===== src/rtl/phy_mgmt_pkg.sv =====
package phy_mgmt_pkg;

    localparam int HOST_BITS  = 32;
    localparam int PHY_ABITS  = 5;
    localparam int PHY_DBITS  = 16;
    localparam int SRC_BITS   = 8;
    localparam int REQ_RD_POS = 26;
    localparam int REQ_WR_POS = 27;
    localparam int REG_LSB    = 21;

    typedef enum logic [1:0] {
        ST_IDLE,
        ST_ISSUE,
        ST_RETIRE
    } cmd_state_t;

    typedef enum logic {
        LK_DOWN,
        LK_UP
    } link_state_t;

    localparam logic [4:0] RA_CTRL    = 5'd0;
    localparam logic [4:0] RA_STAT    = 5'd1;
    localparam logic [4:0] RA_IDA     = 5'd2;
    localparam logic [4:0] RA_IDB     = 5'd3;
    localparam logic [4:0] RA_ADV     = 5'd4;
    localparam logic [4:0] RA_PARTNER = 5'd5;
    localparam logic [4:0] RA_EXPAN   = 5'd6;
    localparam logic [4:0] RA_SRC     = 5'd29;
    localparam logic [4:0] RA_MSK     = 5'd30;

    localparam logic [15:0] CTRL_INIT  = 16'h3000;
    localparam logic [15:0] STAT_INIT  = 16'h7809;
    localparam logic [15:0] ADV_INIT   = 16'h01E1;
    localparam logic [15:0] IDA_VAL    = 16'h0007;
    localparam logic [15:0] IDB_VAL    = 16'hC0D1;
    localparam logic [15:0] PARTNER_VAL = 16'h0F71;
    localparam logic [15:0] EXPAN_VAL  = 16'h0001;

    localparam logic [15:0] CTRL_KEEP  = 16'h7980;
    localparam logic [15:0] ADV_KEEP   = 16'h2D7F;
    localparam logic [15:0] ADV_FORCE  = 16'h0080;
    localparam logic [15:0] LINK_STAT  = 16'h0024;
    localparam int          SOFT_RST_POS = 15;
    localparam int          AN_EN_POS    = 12;
    localparam int          AN_DONE_POS  = 5;

    localparam logic [7:0] SRC_LINK_UP   = 8'hC0;
    localparam logic [7:0] SRC_LINK_DOWN = 8'h10;

endpackage


===== src/rtl/phy_mgmt_cmd_fsm.sv =====
module phy_mgmt_cmd_fsm
    import phy_mgmt_pkg::*;
#(
    parameter int HOST_W = HOST_BITS,
    parameter int AW     = PHY_ABITS,
    parameter int DW     = PHY_DBITS,
    parameter int RD_POS = REQ_RD_POS,
    parameter int WR_POS = REQ_WR_POS,
    parameter int A_LSB  = REG_LSB
) (
    input  logic              clk,
    input  logic              rst_n,
    input  logic              host_we,
    input  logic              host_sel,
    input  logic [HOST_W-1:0] host_wdata,
    input  logic [DW-1:0]     rd_value,
    output logic [HOST_W-1:0] ctl_q,
    output logic [HOST_W-1:0] dat_q,
    output logic              busy,
    output logic              acc_valid,
    output logic              acc_write,
    output logic [AW-1:0]     acc_addr,
    output logic [DW-1:0]     acc_wdata
);

    cmd_state_t state_q, state_d;
    logic       ctl_wr, dat_wr, cmd_req;

    assign ctl_wr  = host_we && !host_sel && (state_q == ST_IDLE);
    assign dat_wr  = host_we &&  host_sel && (state_q == ST_IDLE);
    assign cmd_req = host_wdata[RD_POS] | host_wdata[WR_POS];

    always_ff @(posedge clk or negedge rst_n) begin
        if (!rst_n) state_q <= ST_IDLE;
        else        state_q <= state_d;
    end

    always_comb begin
        state_d = state_q;
        unique case (state_q)
            ST_IDLE:   if (ctl_wr && cmd_req) state_d = ST_ISSUE;
            ST_ISSUE:  state_d = ST_RETIRE;
            ST_RETIRE: state_d = ST_IDLE;
            default:   state_d = ST_IDLE;
        endcase
    end

    always_comb begin
        busy      = (state_q != ST_IDLE);
        acc_valid = (state_q == ST_ISSUE);
        acc_write = ctl_q[WR_POS];
        acc_addr  = ctl_q[A_LSB +: AW];
        acc_wdata = dat_q[DW-1:0];
    end

    always_ff @(posedge clk or negedge rst_n) begin
        if (!rst_n) begin
            ctl_q <= '0;
        end else if (ctl_wr) begin
            ctl_q <= host_wdata;
        end else if (state_q == ST_RETIRE) begin
            ctl_q[RD_POS] <= 1'b0;
            ctl_q[WR_POS] <= 1'b0;
        end
    end

    always_ff @(posedge clk or negedge rst_n) begin
        if (!rst_n) begin
            dat_q <= '0;
        end else if (dat_wr) begin
            dat_q <= host_wdata;
        end else if (state_q == ST_ISSUE && !ctl_q[WR_POS]) begin
            dat_q[HOST_W-1 -: DW] <= rd_value;
        end
    end

endmodule


===== config.mk =====
export PLATFORM = sky130hd
export DESIGN_NAME = phy_mgmt_cmd_fsm
export DESIGN_NICKNAME = d
export VERILOG_FILES = /design/src/rtl/phy_mgmt_pkg.sv /design/src/rtl/phy_mgmt_cmd_fsm.sv
export SDC_FILE = /design/constraint.sdc
export NUM_CORES = 1
export LEC_CHECK = 0
export BUFFER_PORTS_ARGS = -buffer_cell sky130_fd_sc_hd__buf_2
export CELL_PAD_IN_SITES_DETAIL_PLACEMENT = 1
export CELL_PAD_IN_SITES_GLOBAL_PLACEMENT = 2
export CORE_MARGIN = 4
export CORE_UTILIZATION = 32
export DETAILED_ROUTE_END_ITERATION = 8
export HOLD_SLACK_MARGIN = 0.08
export PLACE_DENSITY_LB_ADDON = 0.25
export SETUP_SLACK_MARGIN = 0.05
export SLEW_MARGIN = 5
export SYNTH_ARGS = -nofsm -noshare
export SYNTH_HDL_FRONTEND = slang
export SYNTH_SLANG_ARGS = --single-unit

===== constraint.sdc =====
create_clock -name clk -period 3.9 [get_ports clk]
set_input_delay 0.39 -clock clk [delete_from_list [all_inputs] [get_ports clk]]
set_output_delay 0.39 -clock clk [all_outputs]
set_load 0.02 [all_outputs]

==> flow_summary.json <==
{
  "drive_gt1_share_pct": 70.4,
  "antenna_found_initial": 0,
  "drtPass1Iterations": 4,
  "hold_path.class": "in2async",
  "synth.top_cell.area_share_pct": 56.2,
  "nets": 369,
  "placed_cell_area_mm2": 0.00354,
  "combPwrFrac_pct": 32.4,
  "p_int_w": 0.00147,
  "slew_headroom_pct": 38.3,
  "yosys_warnings": 0,
  "fillCellCount": 964,
  "area_growth_pct": 27.4,
  "cts.path.max_buffers": 2,
  "synth_commonest_cells": "66 x dfrtp_1, 59 x mux2_2, 26 x buf_4",
  "root_buffer": "clkbuf_8",
  "routabilityCongestion": 0.672,
  "hold_violations": 0,
  "avgSynthCellArea_um2": 15.1,
  "tritoncts": "yes",
  "die-width_um": 104,
  "h-tree-depth": 3,
  "final.min_clock_period_ns": 2.12,
  "ys_seq_area_share_pct": 56.2,
  "grt_pass1_wl_um": 11500,
  "maxSlewViolCount": 0,
  "r2r_start": "state_q[1]",
  "synth-edff-count": 0,
  "ir_drop_mv": 0.248,
  "synth_top_area_cell": "dfrtp_1",
  "rsz0062_at_grt": "false",
  "worstPathMaxFanout": 31,
  "arrival_ns": 2.33,
  "synth-main-ff-cell": "dfrtp_1",
  "cts_resized": 0,
  "cp-start-kind": "register",
  "dieArea_mm2": 0.0108,
  "switching_share_pct": 34.2,
  "grt_pass1_vias": 2075,
  "r2r_cells": 3,
  "path_cells": "or2_2, nor2_4, mux2_2",
  "cts_made_buffers": 9,
  "netlist_instances": 195,
  "synth_cell_type_count": 22,
  "maxCapViolCount": 0,
  "fp-row-count": 34,
  "crit_start": "state_q[1]",
  "grt_max_degree": 38,
  "worstSetupEndpointType": "register",
  "cpPeakStageDelay_ns": 0.73,
  "route.antenna.remaining_nets": 0,
  "post_drt_wl_per_cell_um": 16.4,
  "p_leak_nw": 1.81,
  "clk_latency_ns": 0.33,
  "portBuffers": 139,
  "path_clk_slew_ns": 0.07,
  "setup_slack_ns": 1.78,
  "pwr-share-clk_pct": 26.4,
  "dp_hpwl_um": 5250,
  "setup_tns_ns": 0,
  "drt_iter0_markers": 44,
  "fmax_ghz": 0.471,
  "endpoint": "ctl_q[4]",
  "synth_area_leaders": "dfrtp_1 56%, mux2_2 23%, buf_4 6.6%",
  "grt_usage_pct": 13.3,
  "powerDensity_mw_per_mm2": 595,
  "synthMostInstantiatedCell": "dfrtp_1",
  "vias_per_cell": 4.52,
  "wirelength_um": 7020,
  "cp_slowest_cell": "nor2_4",
  "skew_ns": 0.00717,
  "vias": 1937,
  "period_share_pct": 54.4,
  "ctsHoldBuffers": 0,
  "worstMarginPinSlew_ns": 0.924,
  "p_sw_w": 0.000761,
  "die_h_um": 104,
  "ff2ff_setup_slack_ns": 1.78,
  "setup_violations": 0,
  "crit_type": "reg2reg",
  "status": "completed",
  "p_seq_share_pct": 41.2,
  "syn_area_mm2": 0.00294,
  "place_ws_ns": 1.72,
  "start_util_pct": 33.2,
  "stdcell_area_mm2": 0.00374,
  "io_pins": 140,
  "clock_sinks": 66,
  "synth_fp_nets": 247,
  "core_area_mm2": 0.00885,
  "reg2reg_to": "ctl_q[4]",
  "drc_errors": 0,
  "async_reset_ff_share_pct": 100,
  "cts_setup_buffers": 0,
  "grt.overflow.total": 0,
  "synth_seq_cells": 66,
  "n_antenna_cell": 0,
  "crit_required_ns": 4.11
}
-- power groups by stage --
stage / sequential [W] / clock [W] / combinational [W]
after floorplan: 0.00112 / 0 / 0.000327
after global placement: 0.000928 / 0 / 0.000729
after detailed placement: 0.000936 / 0 / 0.000734
after CTS: 0.000923 / 0.000614 / 0.000736
after global routing: 0.000945 / 0.000648 / 0.000770
final: 0.000919 / 0.000588 / 0.000722
-- how the worst min path moves through the flow --
| stage | cells past startpoint | endpoint | slack, ns | start |
|---|---|---|---|---|
| 6_report | 1 | ctl_q[22] | 0.17 | rst_n |
| 5_1_grt | 1 | ctl_q[22] | 0.23 | rst_n |
| 4_1_cts | 1 | ctl_q[22] | 0.18 | rst_n |
| 3_5_place_dp | 1 | ctl_q[16] | 0.48 | ctl_q[16] |
| 3_3_place_gp | 1 | ctl_q[31] | 0.46 | ctl_q[31] |
| 2_1_floorplan | 0 | ctl_q[0] | 0.09 | rst_n |
-- placed cells by master (no fill, tap or decap), drive strengths merged --
| cell type | n |
|---|---|
| clkinv | 1 |
| a22oi | 2 |
| nor4bb | 1 |
| nor3b | 2 |
| nand3b | 1 |
| o21a | 1 |
| nand2 | 4 |
| nor2 | 1 |
| nor2b | 2 |
| a21oi | 1 |
| buf | 142 |
| dfrtp | 66 |
| nand2b | 2 |
| mux2 | 74 |
| mux2i | 2 |
| or2 | 1 |
| clkbuf | 13 |
| o21ai | 4 |
| bufinv | 1 |
-- flip-flops by register name, indices dropped and copies added, names as in the netlist --
signal / flops
ctl_q: 32
dat_q: 32
state_q: 2
-- logic make-up (layout without fill, tap and decap cells) --
logic type      count (synthesis)  after routing  share of synthesized area [%]
simple gates                   14             14                           3.11
compound gates                  8              8                           1.74
flops                          66             66                           56.2
buf+inv                        31            157                           9.06
mux                            76             76                           29.9
-- layer usage --
metal  up-vias  routed length (um)  GRT usage, %
met5         -                   0             0
li1        901                   -             -
met3         4                 627          6.33
met1       943                3140          16.8
met4         0                  59          3.42
met2        89                3190          20.7
-- per-stage QoR --
| step | cells | util (%) | hold WS, ns | power, W |
|---|---|---|---|---|
| floorplan | 195 | - | 0.0944 | 0.00144 |
| global placement | 414 | 40.0 | 0.464 | 0.00166 |
| detailed placement | 414 | 40.0 | 0.484 | 0.00167 |
| CTS | 429 | 42.3 | 0.175 | 0.00227 |
| global route | 429 | 42.3 | 0.227 | 0.00236 |
| finish | 429 | 42.3 | 0.170 | 0.00223 |
-- layout make-up --
class | instances | area (um2) | share of cell area, %
clock buffers | 13 | 169 | 4.51
repair buffers | 142 | 718 | 19.2
well taps | 108 | 135 | 3.61
multi-input cells | 98 | 1040 | 27.7
flip-flops and latches | 66 | 1650 | 44.1
clock inverters | 2 | 35.0 | 0.936
-- critical path, delay by kind of cell (launching register included) --
kind | cells | cell delay [ns]
simple gates | 2 | 1.10
flops | 1 | 0.48
mux | 1 | 0.42
Note: power is estimated with default switching activity, not from simulation.
